**src/rtl/rct_pkg.sv**
```systemverilog
package rct_pkg;

    // Slot tag of a reference held in the table
    typedef enum logic [1:0] {
        SLOT_S1 = 2'd0,
        SLOT_S2 = 2'd1,
        SLOT_D  = 2'd2
    } slot_e;

    // Width of a clog2-sized index that never collapses to zero
    function automatic int idx_width(input int n);
        return (n > 1) ? $clog2(n) : 1;
    endfunction

endpackage

```
**src/rtl/rct_src_port.sv**
```systemverilog
module rct_src_port
    import rct_pkg::*;
#(
    parameter int QIDX_W = 5
) (
    input  logic              en,
    input  logic [QIDX_W+2:0] entry,
    input  logic              fwd,
    input  logic [QIDX_W-1:0] fwd_idx,
    output logic              use_arf,
    output logic              link,
    output logic [QIDX_W-1:0] link_idx,
    output logic [1:0]        link_slot
);
    typedef struct packed {
        logic              vld;
        slot_e             slot;
        logic [QIDX_W-1:0] idx;
    } ref_t;

    ref_t eff;

    // A same-instruction forward points at the new instruction's first source
    always_comb begin
        if (fwd) begin
            eff.vld  = 1'b1;
            eff.slot = SLOT_S1;
            eff.idx  = fwd_idx;
        end else begin
            eff = ref_t'(entry);
        end
    end

    assign link      = en & eff.vld;
    assign use_arf   = en & ~eff.vld;
    assign link_idx  = eff.idx;
    assign link_slot = eff.slot;

endmodule

```
**src/rtl/rct_ckpt_alloc.sv**
```systemverilog
module rct_ckpt_alloc
    import rct_pkg::*;
#(
    parameter  int NUM_CKPT = 2,
    localparam int CW       = idx_width(NUM_CKPT)
) (
    input  logic          clk,
    input  logic          rst,
    input  logic          take,
    input  logic          ok_valid,
    input  logic [CW-1:0] ok_id,
    input  logic          bad_valid,
    input  logic [CW-1:0] bad_id,
    output logic          full,
    output logic [CW-1:0] gnt_id
);
    logic [NUM_CKPT-1:0] busy_q, busy_d;
    // yng_q[j][k] set: slot k was taken while slot j was held
    logic [NUM_CKPT-1:0] yng_q [NUM_CKPT];

    assign full = &busy_q;

    always_comb begin
        gnt_id = '0;
        for (int k = NUM_CKPT - 1; k >= 0; k--) begin
            if (!busy_q[k]) gnt_id = CW'(k);
        end
    end

    always_comb begin
        busy_d = busy_q;
        if (ok_valid) busy_d[ok_id] = 1'b0;
        if (bad_valid) begin
            busy_d         = busy_d & ~yng_q[bad_id];
            busy_d[bad_id] = 1'b0;
        end
        if (take) busy_d[gnt_id] = 1'b1;
    end

    always_ff @(posedge clk) begin
        if (rst) begin
            busy_q <= '0;
            for (int j = 0; j < NUM_CKPT; j++) yng_q[j] <= '0;
        end else begin
            busy_q <= busy_d;
            if (take) begin
                for (int j = 0; j < NUM_CKPT; j++) begin
                    if (CW'(j) == gnt_id) yng_q[j] <= '0;
                    else                  yng_q[j][gnt_id] <= busy_q[j];
                end
            end
        end
    end

    // a grant never lands on a held slot
    always @(posedge clk) begin
        if (!rst && take) begin
            a_r5_grant_free: assert (!busy_q[gnt_id])
                else $error("snapshot grant on held slot");
        end
    end

    // a granted slot is held in the next cycle
    a_r5_grant_held: assert property (@(posedge clk) disable iff (rst)
        take |=> busy_q[$past(gnt_id)]);

    // a correct prediction releases its slot
    a_r11_release: assert property (@(posedge clk) disable iff (rst)
        (ok_valid && !(take && gnt_id == ok_id)) |=> !busy_q[$past(ok_id)]);

    // a misprediction releases its slot
    a_r9_bad_release: assert property (@(posedge clk) disable iff (rst)
        (bad_valid && !take) |=> !busy_q[$past(bad_id)]);

endmodule

```
**src/rtl/rct_table.sv**
```systemverilog
module rct_table
    import rct_pkg::*;
#(
    parameter  int NUM_REGS = 8,
    parameter  int QIDX_W   = 5,
    parameter  int NUM_CKPT = 2,
    localparam int RW       = idx_width(NUM_REGS),
    localparam int CW       = idx_width(NUM_CKPT)
) (
    input  logic              clk,
    input  logic              rst,
    input  logic              dec_valid,
    input  logic [QIDX_W-1:0] dec_qidx,
    input  logic              dec_s1_en,
    input  logic [RW-1:0]     dec_s1_reg,
    input  logic              dec_s2_en,
    input  logic [RW-1:0]     dec_s2_reg,
    input  logic              dec_d_en,
    input  logic [RW-1:0]     dec_d_reg,
    input  logic              dec_branch,
    output logic              dec_stall,
    output logic [CW-1:0]     dec_ckpt_id,
    output logic              s1_use_arf,
    output logic              s1_link,
    output logic [QIDX_W-1:0] s1_link_idx,
    output logic [1:0]        s1_link_slot,
    output logic              s2_use_arf,
    output logic              s2_link,
    output logic [QIDX_W-1:0] s2_link_idx,
    output logic [1:0]        s2_link_slot,
    input  logic              cmt_valid,
    input  logic [RW-1:0]     cmt_reg,
    input  logic [QIDX_W-1:0] cmt_qidx,
    input  logic              br_ok_valid,
    input  logic [CW-1:0]     br_ok_id,
    input  logic              br_bad_valid,
    input  logic [CW-1:0]     br_bad_id
);
    typedef struct packed {
        logic              vld;
        slot_e             slot;
        logic [QIDX_W-1:0] idx;
    } ref_t;

    ref_t tbl_q  [NUM_REGS];
    ref_t tbl_d  [NUM_REGS];
    ref_t snap_q [NUM_CKPT][NUM_REGS];

    logic          full;
    logic [CW-1:0] gnt_id;
    logic          acc, take_ckpt, s2_fwd, dec_touch_cmt;

    assign dec_stall   = br_bad_valid | (dec_branch & full);
    assign acc         = dec_valid & ~dec_stall;
    assign take_ckpt   = acc & dec_branch;
    assign dec_ckpt_id = gnt_id;
    assign s2_fwd      = dec_s1_en & dec_s2_en & (dec_s2_reg == dec_s1_reg);

    assign dec_touch_cmt = acc & ((dec_s1_en & (dec_s1_reg == cmt_reg)) |
                                  (dec_s2_en & (dec_s2_reg == cmt_reg)) |
                                  (dec_d_en  & (dec_d_reg  == cmt_reg)));

    rct_src_port #(.QIDX_W(QIDX_W)) u_port_a (
        .en        (dec_s1_en),
        .entry     (tbl_q[dec_s1_reg]),
        .fwd       (1'b0),
        .fwd_idx   (dec_qidx),
        .use_arf   (s1_use_arf),
        .link      (s1_link),
        .link_idx  (s1_link_idx),
        .link_slot (s1_link_slot)
    );

    rct_src_port #(.QIDX_W(QIDX_W)) u_port_b (
        .en        (dec_s2_en),
        .entry     (tbl_q[dec_s2_reg]),
        .fwd       (s2_fwd),
        .fwd_idx   (dec_qidx),
        .use_arf   (s2_use_arf),
        .link      (s2_link),
        .link_idx  (s2_link_idx),
        .link_slot (s2_link_slot)
    );

    rct_ckpt_alloc #(.NUM_CKPT(NUM_CKPT)) u_alloc (
        .clk       (clk),
        .rst       (rst),
        .take      (take_ckpt),
        .ok_valid  (br_ok_valid),
        .ok_id     (br_ok_id),
        .bad_valid (br_bad_valid),
        .bad_id    (br_bad_id),
        .full      (full),
        .gnt_id    (gnt_id)
    );

    // Next table: restore, then commit clear, then decode (S1, S2, D in order)
    always_comb begin
        for (int r = 0; r < NUM_REGS; r++)
            tbl_d[r] = br_bad_valid ? snap_q[br_bad_id][r] : tbl_q[r];
        if (cmt_valid && tbl_d[cmt_reg].vld && tbl_d[cmt_reg].idx == cmt_qidx)
            tbl_d[cmt_reg] = '0;
        if (acc) begin
            if (dec_s1_en) begin
                tbl_d[dec_s1_reg].vld  = 1'b1;
                tbl_d[dec_s1_reg].slot = SLOT_S1;
                tbl_d[dec_s1_reg].idx  = dec_qidx;
            end
            if (dec_s2_en) begin
                tbl_d[dec_s2_reg].vld  = 1'b1;
                tbl_d[dec_s2_reg].slot = SLOT_S2;
                tbl_d[dec_s2_reg].idx  = dec_qidx;
            end
            if (dec_d_en) begin
                tbl_d[dec_d_reg].vld  = 1'b1;
                tbl_d[dec_d_reg].slot = SLOT_D;
                tbl_d[dec_d_reg].idx  = dec_qidx;
            end
        end
    end

    always_ff @(posedge clk) begin
        if (rst) begin
            for (int r = 0; r < NUM_REGS; r++) tbl_q[r] <= '0;
            for (int c = 0; c < NUM_CKPT; c++)
                for (int r = 0; r < NUM_REGS; r++) snap_q[c][r] <= '0;
        end else begin
            for (int r = 0; r < NUM_REGS; r++) tbl_q[r] <= tbl_d[r];
            for (int c = 0; c < NUM_CKPT; c++) begin
                for (int r = 0; r < NUM_REGS; r++) begin
                    if (take_ckpt && gnt_id == CW'(c))
                        snap_q[c][r] <= tbl_d[r];
                    else if (cmt_valid && cmt_reg == RW'(r) &&
                             snap_q[c][r].vld && snap_q[c][r].idx == cmt_qidx)
                        snap_q[c][r] <= '0;
                end
            end
        end
    end

    // an accepted destination lands on its D slot
    a_r4_dst_redirect: assert property (@(posedge clk) disable iff (rst)
        (acc && dec_d_en) |=>
            (tbl_q[$past(dec_d_reg)].vld &&
             tbl_q[$past(dec_d_reg)].slot == SLOT_D &&
             tbl_q[$past(dec_d_reg)].idx == $past(dec_qidx)));

    // a restore blocks decode in its cycle
    a_r9_restore_stall: assert property (@(posedge clk) disable iff (rst)
        br_bad_valid |-> dec_stall);

    // a matching commit with no competing update leaves the entry null
    a_r6_commit_null: assert property (@(posedge clk) disable iff (rst)
        (cmt_valid && !br_bad_valid && !dec_touch_cmt &&
         tbl_q[cmt_reg].vld && tbl_q[cmt_reg].idx == cmt_qidx)
            |=> !tbl_q[$past(cmt_reg)].vld);

    // a lookup never asks for both a link and a register-file read
    a_r2_one_source: assert property (@(posedge clk) disable iff (rst)
        !(s1_link && s1_use_arf) && !(s2_link && s2_use_arf));

endmodule

```
**config.mk**
```make
export PLATFORM = sky130hd
export DESIGN_NAME = rct_table
export DESIGN_NICKNAME = d
export VERILOG_FILES = /design/src/rtl/rct_pkg.sv /design/src/rtl/rct_src_port.sv /design/src/rtl/rct_ckpt_alloc.sv /design/src/rtl/rct_table.sv
export SDC_FILE = /design/constraint.sdc
export NUM_CORES = 1
export LEC_CHECK = 0
export CAP_MARGIN = 20
export CORE_AREA = 10 10 165 167
export DETAILED_ROUTE_END_ITERATION = 8
export DIE_AREA = 0 0 175 177
export GPL_ROUTABILITY_DRIVEN = 0
export PLACE_DENSITY = 0.71
export SLEW_MARGIN = 20
export SYNTH_ARGS = -nofsm -noshare
export SYNTH_HDL_FRONTEND = slang
export SYNTH_SLANG_ARGS = --single-unit
```
**constraint.sdc**
```tcl
create_clock -name clk -period 3.7 [get_ports clk]
set_input_delay 0.74 -clock clk [delete_from_list [all_inputs] [get_ports clk]]
set_output_delay 0.74 -clock clk [all_outputs]
set_load 0.02 [all_outputs]
```
Word-level counts from Yosys, hierarchy flattened
Memory sizes are Yosys's and may differ from the RTL's.
Index checks and enable logic that the tools add are counted.
W data, S select, Z words.

word-level totals
  input port bits = 34
  output and inout bits = 20
  memory bits (writable) = 196
  word-level logic and storage cells = 357
  bits in read-only memories = 0
  bits in latches = 0
  register bits after elaboration = 2
  memories = 3

operators by class
  multiply operators = 0
  equality and inequality tests = 25
  reductions and logical operators = 53
  shifts and indexed selects = 0
  $lt $le $gt $ge = 14
  bitwise logic cells = 73
  divide/modulo/power cells = 0
  $add $sub $neg = 0
  mux-type cells = 188

memories
  name           words  bits a word  read ports  clocked after Yosys merged registers in  wr ports  line                  source
  snap_q         2      64           3           0                                        2         rct_table.sv:47       ref_t snap_q [NUM_CKPT][NUM_REGS];
  tbl_q          8      8            10          0                                        8         rct_table.sv:45       ref_t tbl_q [NUM_REGS];
  u_alloc.yng_q  2      2            1           0                                        2         rct_ckpt_alloc.sv:19  logic [NUM_CKPT-1:0] yng_q [NUM_CKPT];

operator list
  cell                  count
  $bwmux W64            9
  $mux W64              7
  $mux W8               55
  $demux W8 S3          10
  $mux W1               90
  $eq A5 B5 Y1          17
  $and A64 B64 Y64      1
  $not A64 Y64          1
  $logic_and A1 B1 Y1   51
  $or A1 B1 Y1          47
  $bmux W8 S3           1
  $mux W7               3
  $ge A4 B4 Y1 const B  4
  $lt A4 B1 Y1 const B  4
  $not A3 Y4            4
  $mux W5               3
  $mux W2               7
  $eq A3 B3 Y1 const B  4
  $and A1 B1 Y1         9
  $and A2 B2 Y2         3
  $eq A3 B2 Y1 const B  2
  $lt A1 B2 Y1 const B  3
  $not A2 Y2            3
  $not A1 Y1            4
  other kinds (7)       11

Longest topological paths before layout
Gate-level depths: netlist of run 1.

  word-level depth = 25
  depth in mapped cells = 15
  gate-level depth less buffers = 9

Cells and area by module
From an unflattened synthesis of run 1, not the netlist that was laid out.

second synthesis, totals
  cell total of the unflattened synthesis = 1295
  area, all modules = 12458.2 µm²

modules (own cells, without submodules)
  module          cells an instance  sequential area each (µm²)  area an instance (µm²)  instances
  rct_table       1256               5044.8                      12025.3                 1
  rct_src_port    10                 0.0                         118.9                   2
  rct_ckpt_alloc  19                 100.1                       195.2                   1

Worst setup path after synthesis of run 1
Ideal clock, no wire load.

  path kind = input port to flip-flop
  from = in br_bad_id
  to = mem snap_q[0][24] (netlist name) (data pin)
  data required time = 3.444 ns
  data arrival time = 3.239 ns
  setup time = 0.256 ns
  cell stages on the path = 12
  setup slack = 0.205 ns
  path buffers = 4
  path through = buf_4 > buf_6 > buf_6 > buf_6 > mux2i_1 > a211oi_1 > o31ai_1 > o211ai_1 > xnor2_1 > nand4_1 > nor3b_2 > a22o_1

RTL lines
  element          line             source
  start, declared  rct_table.sv:37  input logic [CW-1:0] br_bad_id
  end, declared    rct_table.sv:47

Worst setup path after layout of run 1
  from = in dec_s1_reg[0]
  to = out s1_link_idx[2]

between the ends
  cells in the longest elaborated chain, start to end = 1

ends and longest elaborated chain
  element          line             source
  start, declared  rct_table.sv:15  input logic [RW-1:0] dec_s1_reg,
  $mem_v2 Z8 W8    n/a
  end, declared    rct_table.sv:25  output logic [QIDX_W-1:0] s1_link_idx,

Every way passes these cells.

==> results of run 1 <==
[registers in the layout, indices dropped and copies added (netlist names)]
signal / flops
snap_q: 128
tbl_q: 64
u_alloc.busy_q: 2
u_alloc.yng_q: 2
[path summary, 6_finish.rpt]
path | startpoint | end | slack (ns)
min reg2reg | snap_q[1][62] | snap_q[1][62] | 0.47
min | snap_q[1][62] | snap_q[1][62] | 0.47
max | dec_s1_reg[0] | s1_link_idx[2] | 0.04
max reg2reg | tbl_q[2][2] | tbl_q[7][1] | 0.54
[Yosys cell counts, types with 17 or more instances]
cell type	n	share of area
nor2b_1	17	0.0083
xnor2_1	72	0.050
inv_1	33	0.0097
buf_1	21	0.0062
nor2_1	210	0.062
clkbuf_1	62	0.018
a21oi_1	81	0.032
mux4_2	34	0.060
nand2_1	130	0.038
a22oi_1	17	0.010
nand2b_1	17	0.0083
dfxtp_1	74	0.12
nand3_1	39	0.015
a31oi_1	28	0.014
nor3_1	23	0.0090
mux2i_1	77	0.061
edfxtp_1	122	0.29
nand4_1	42	0.021
o41ai_1	17	0.012
o21ai_0	61	0.024
[placed cells by master (no fill, tap or decap), types with 19 or more instances in the layout]
cell type and n:
a21oi_1 81, a31oi_1 28, buf_12 19, buf_4 227, clkdlybuf4s50_1 37, dfxtp_1 74
edfxtp_1 122, inv_1 33, mux2i_1 76, mux4_2 34, nand2_1 130, nand3_1 39
nand4_1 42, nor2_1 210, nor3_1 23, o21ai_0 58, xnor2_1 72
[worst min-delay path, cell delays in order (launching register included)]
cell	delay (ns)
dfxtp_1	0.34
nand2_1	0.04
o21ai_0	0.06
[per-stage QoR]
| step | area, um2 | hold WS, ns | setup WS [ns] |
|---|---|---|---|
| floorplan | 12700 | 0.425 | 0.205 |
| global placement | 15300 | 0.440 | -0.264 |
| detailed placement | 15300 | 0.448 | -0.235 |
| CTS | 15900 | 0.467 | 0.000523 |
| global route | 15900 | 0.491 | 0.00492 |
| finish | 15900 | 0.467 | 0.0395 |
[repair_timing]
item | in CTS | in global routing
endpoints found under the setup margin | 3 | 13
buffers inserted | 0 | 0
gates resized for setup | 3 | 13
[power groups by stage]
stage          Clock, mW  Combinational, mW  Sequential, mW
4_1_cts             1.94               1.29            2.56
3_3_place_gp           0               1.26            2.61
5_1_grt             2.01               1.40            2.58
3_5_place_dp           0               1.28            2.61
2_1_floorplan          0              0.720            2.55
6_report            1.97               1.33            2.58
[cells by family (layout without fill, tap and decap cells)]
kind of cell / count (synthesis) / in the layout / share of synthesized area
AOI/OAI and AO/OA: 306 / 306 / 0.158
and+or+nand+nor: 552 / 552 / 0.205
DFF: 196 / 196 / 0.404
buffers and inverters: 140 / 365 / 0.0463
xor gates and xnor gates: 84 / 84 / 0.0578
muxes: 121 / 121 / 0.129
[area by class of cell]
class                           count  area (um2)
Inverter                           35         131
Timing Repair Buffer              298        2620
Tap cell                          324         405
Clock inverter                     14         164
Fill cell                        1951        8050
Clock buffer                       18         439
Sequential cell                   196        5140
Multi-Input combinational cell   1063        7010
[metal layers]
metal / GRT usage / up-vias / share of wire
met3: 0.0930 / 272 / 0.15
li1: - / 5589 / -
met2: 0.465 / 1150 / 0.41
met1: 0.418 / 6099 / 0.36
met4: 0.187 / 2 / 0.075
met5: 0 / - / 0.00026
==> out/metrics.cfg, run 1 <==
[global_routing]
grt_pass1_wl_um = 75500
grt_usage = 0.321
grt.overflow.total = 0
grt_pass1_vias = 12100
grt_max_degree = 50
antenna_found_initial = 1

[logic_synthesis]
yosys_warnings = 0
netlist_area_um2 = 12700
synth.distinct_cells = 68
synth-edff-count = 122
syn_inst = 1399
ys.flop_type = edfxtp_1
async_reset_ff_frac = 0
synth_seq_area_share = 0.404
syn_nets = 1433
synth.avg_cell_area_um2 = 9.11
ys_ff_latch = 196

[cts]
cts_tree = yes
numCtsBuffers = 17
cts_hold_buf = 0
cts-htree-levels = 4
clkTransAtPathRegs_ns = 0.08
clock_latency_ns = 0.47
cts_root_buf = clkbuf_16
clk_path_buf_depth = 2
cts.sinks = 196

[finish]
nets = 1645
antenna_cells = 0
drive_gt1_frac = 0.214
finalNonFillerCells = 1948
area_delta_synth_final_pct = 25.0
fin_util = 0.664

[detailed_routing]
wl_um = 51000
drtIter0Drc = 2495
drc_errors = 0
wl_per_cell_um = 26.2
viasPerCell = 6.73
first_pass_iters = 7
detail-route-antenna-nets = 0
vias = 13100

[timing]
worst_pin_slew_ns = 0.813
setup_viol = 0
final.setup.tns_ns = 0
slew_viol_final = 0
skew_ns = 0.0207
period_share = 0.989
hold_viol_final = 0
fin_crit_ns = 3.66
grt_setup_unrepaired = false
slew_headroom = 0.454
fmaxAchievable_mhz = 273

[power_and_ir_drop]
cellPowerDensity_nw_per_um2 = 369
p_comb_frac = 0.226
ir_worst_vdd_v = 0.000338
seqPwrFrac = 0.439
p_int_mw = 4.01
pwr-share-clk = 0.335
switching_power_mw = 1.86
power_mw = 5.87
switching_share = 0.317
leakagePower_nw = 6.32

[placement]
portBuffers = 53
dpl.hpwl_um = 38200
place_inst = 1916

[worst_setup_path]
start_kind = input pin
cp.depth = 6
worstPathRequired_ns = 2.96
slowest_delay_ns = 0.55
crit_path_end_kind = output port
worstRegToRegCells = 10
crit_chain = clkdlybuf4s50_1 > buf_4 > buf_4 > mux4_2 > mux2_2 > clkdlybuf4s50_1
crit_slowest_cell = clkdlybuf4s50_1
cp_data_arrival_time_ns = 2.92
crit_family = buffers and inverters
cp_max_fo = 9
cp_num_buf_inv = 4
critical_path_class = input pin to output port

[floorplanning]
core_um2 = 24000
num_rows = 57
initial_core_util = 0.532
ios = 54
die_width_um = 175
die_h_um = 177
fp.dieArea_um2 = 31000

[run_status]
outcome = finished, final reports clean

[worst_hold_path]
worstHoldPathType = register to register
whs_path_depth = 2

[flow_run]
drv_cap = 0

No activity file was read; power rests on OpenSTA's default activity.
==> run 2, diff against run 1 <==
Settings changed: CAP_MARGIN 20 to unset, MAX_ROUTING_LAYER set to met4.
==> out/metrics.cfg, run 2 (synthesized netlist as in run 1, its figures left out) <==
[worst_setup_path]
slowest_delay_ns = 0.55
start_kind = input pin
reg2reg_slack_ns = 0.58
cp_common_cell = clkdlybuf4s50_1
crit_end = s1_link_idx[4]
reg2reg_from = tbl_q[2][2]
crit_chain = clkdlybuf4s50_1 > buf_4 > buf_12 > mux4_2 > mux2_2 > clkdlybuf4s50_1
r2r_end = snap_q[1][31]
crit_slowest_cell = clkdlybuf4s50_1
worstRegToRegCells = 10
worstSetupStartpoint = dec_s1_reg[0]
cp_max_fo = 9
crit_family = buffers and inverters
crit_path_end_kind = output port
critical_path_class = input pin to output port
worstPathRequired_ns = 2.96
cp_data_arrival_time_ns = 2.88
cp.depth = 6
cp_num_buf_inv = 4

[worst_hold_path]
worstHoldPathType = register to register

[timing]
setup_viol = 0
fin_crit_ns = 3.62
hold_viol_final = 0
slew_headroom = 0.454
period_share = 0.980
fmaxAchievable_mhz = 276
slew_viol_final = 0
final.setup.tns_ns = 0
skew_ns = 0.0171
hold_ws_ns = 0.461
grt_setup_unrepaired = false
worst_pin_slew_ns = 0.813

[finish]
final_cell_mix = buf_4, nor2_1, nand2_1
area_delta_synth_final_pct = 24.8
largest_register_ffs = 128
multi_input_area_um2 = 7010
regMostFlops = snap_q
n_fill_cell = 1940
final_common_cell = buf_4
ff_latch_area_um2 = 5140
nets = 1644
drive_gt1_frac = 0.213
reg_top3 = snap_q: 128 flops, tbl_q: 64 flops

[power_and_ir_drop]
leakagePower_nw = 6.31
ir_worst_vdd_v = 0.000312
cellPowerDensity_nw_per_um2 = 363

[detailed_routing]
wl_per_cell_um = 25.8
wl_um = 50400
detail-route-antenna-nets = 0
drtIter0Drc = 2141
first_pass_iters = 8
vias = 13000
drc_errors = 0
viasPerCell = 6.68

[floorplanning]
fp.dieArea_um2 = 31000
core_um2 = 24000
num_rows = 57
ios = 54
die_width_um = 175
initial_core_util = 0.532
die_h_um = 177

[global_routing]
grt_max_degree = 50
antenna_found_initial = 2
grt_pass1_wl_um = 74700
grt.overflow.total = 0
grt_pass1_vias = 12100
grt_usage = 0.327

[placement]
dpl.hpwl_um = 38200
portBuffers = 53

[cts]
clk_path_buf_depth = 2
cts_setup_buffers = 0
clock_latency_ns = 0.45
numCtsBuffers = 17
cts-htree-levels = 4
cts_tree = yes
clkTransAtPathRegs_ns = 0.08
cts_root_buf = clkbuf_16
cts_hold_buf = 0
cts.sinks = 196

[flow_run]
drv_cap = 0

[run_status]
outcome = finished, final reports clean

-- run 2: power by group --
group          internal (mW)  switching [mW]
combinational          0.586           0.740
clock                  0.916           0.948
sequential              2.44           0.138
total                   3.94            1.83
-- run 2: timing repair --
action | in CTS | in global routing
gates cloned | 0 | 0
hold endpoints to repair | 0 | 0
resized for setup | 2 | 14
pin swaps | 0 | 0
setup endpoints to repair | 2 | 21
-- run 2: cell type report --
class | instances | area share
well taps | 324 | 0.0255
inverters | 35 | 0.00827
diodes | 3 | 0.000472
repair buffers | 297 | 0.165
flip-flops and latches | 196 | 0.324
clock buffers | 18 | 0.0276
clock inverters | 14 | 0.00850
multi-input cells | 1063 | 0.441
-- run 2: worst min-delay path by stage --
stage,from,endpoint,cells after the start
2_1_floorplan,snap_q[1][62],snap_q[1][62],2
3_3_place_gp,snap_q[1][62],snap_q[1][62],2
3_5_place_dp,snap_q[1][62],snap_q[1][62],2
4_1_cts,snap_q[1][62],snap_q[1][62],2
5_1_grt,snap_q[1][62],snap_q[1][62],2
6_report,snap_q[1][62],snap_q[1][62],2
-- run 2: layer usage --
layer	share of wire	track usage	vias to the layer above
met5	0	-	-
met4	0.077	0.194	0
met3	0.14	0.0969	266
met2	0.41	0.463	1105
met1	0.37	0.406	6064
li1	-	-	5589
-- run 2: worst reg2reg max path, stage by stage, from the launching register on --
cell	delay, ns
dfxtp_1	0.57
inv_1	0.07
mux4_2	0.47
o22a_1	0.24
and4_1	0.24
nor4_4	0.28
buf_4	0.21
nand4_1	0.15
buf_4	0.20
a31oi_1	0.34
nor2_1	0.08
-- run 2: per-stage QoR --
stage / instance area, um2 / utilization / total power, mW / setup WS (ns) / std cells
floorplan: 12700 / - / 3.26 / 0.205 / 1399
global placement: 15300 / 0.637 / 3.87 / -0.264 / 1915
detailed placement: 15300 / 0.637 / 3.89 / -0.230 / 1915
CTS: 15800 / 0.661 / 5.71 / 0.00476 / 1947
global route: 15900 / 0.663 / 5.90 / 0.00568 / 1949
finish: 15900 / 0.663 / 5.77 / 0.0755 / 1950
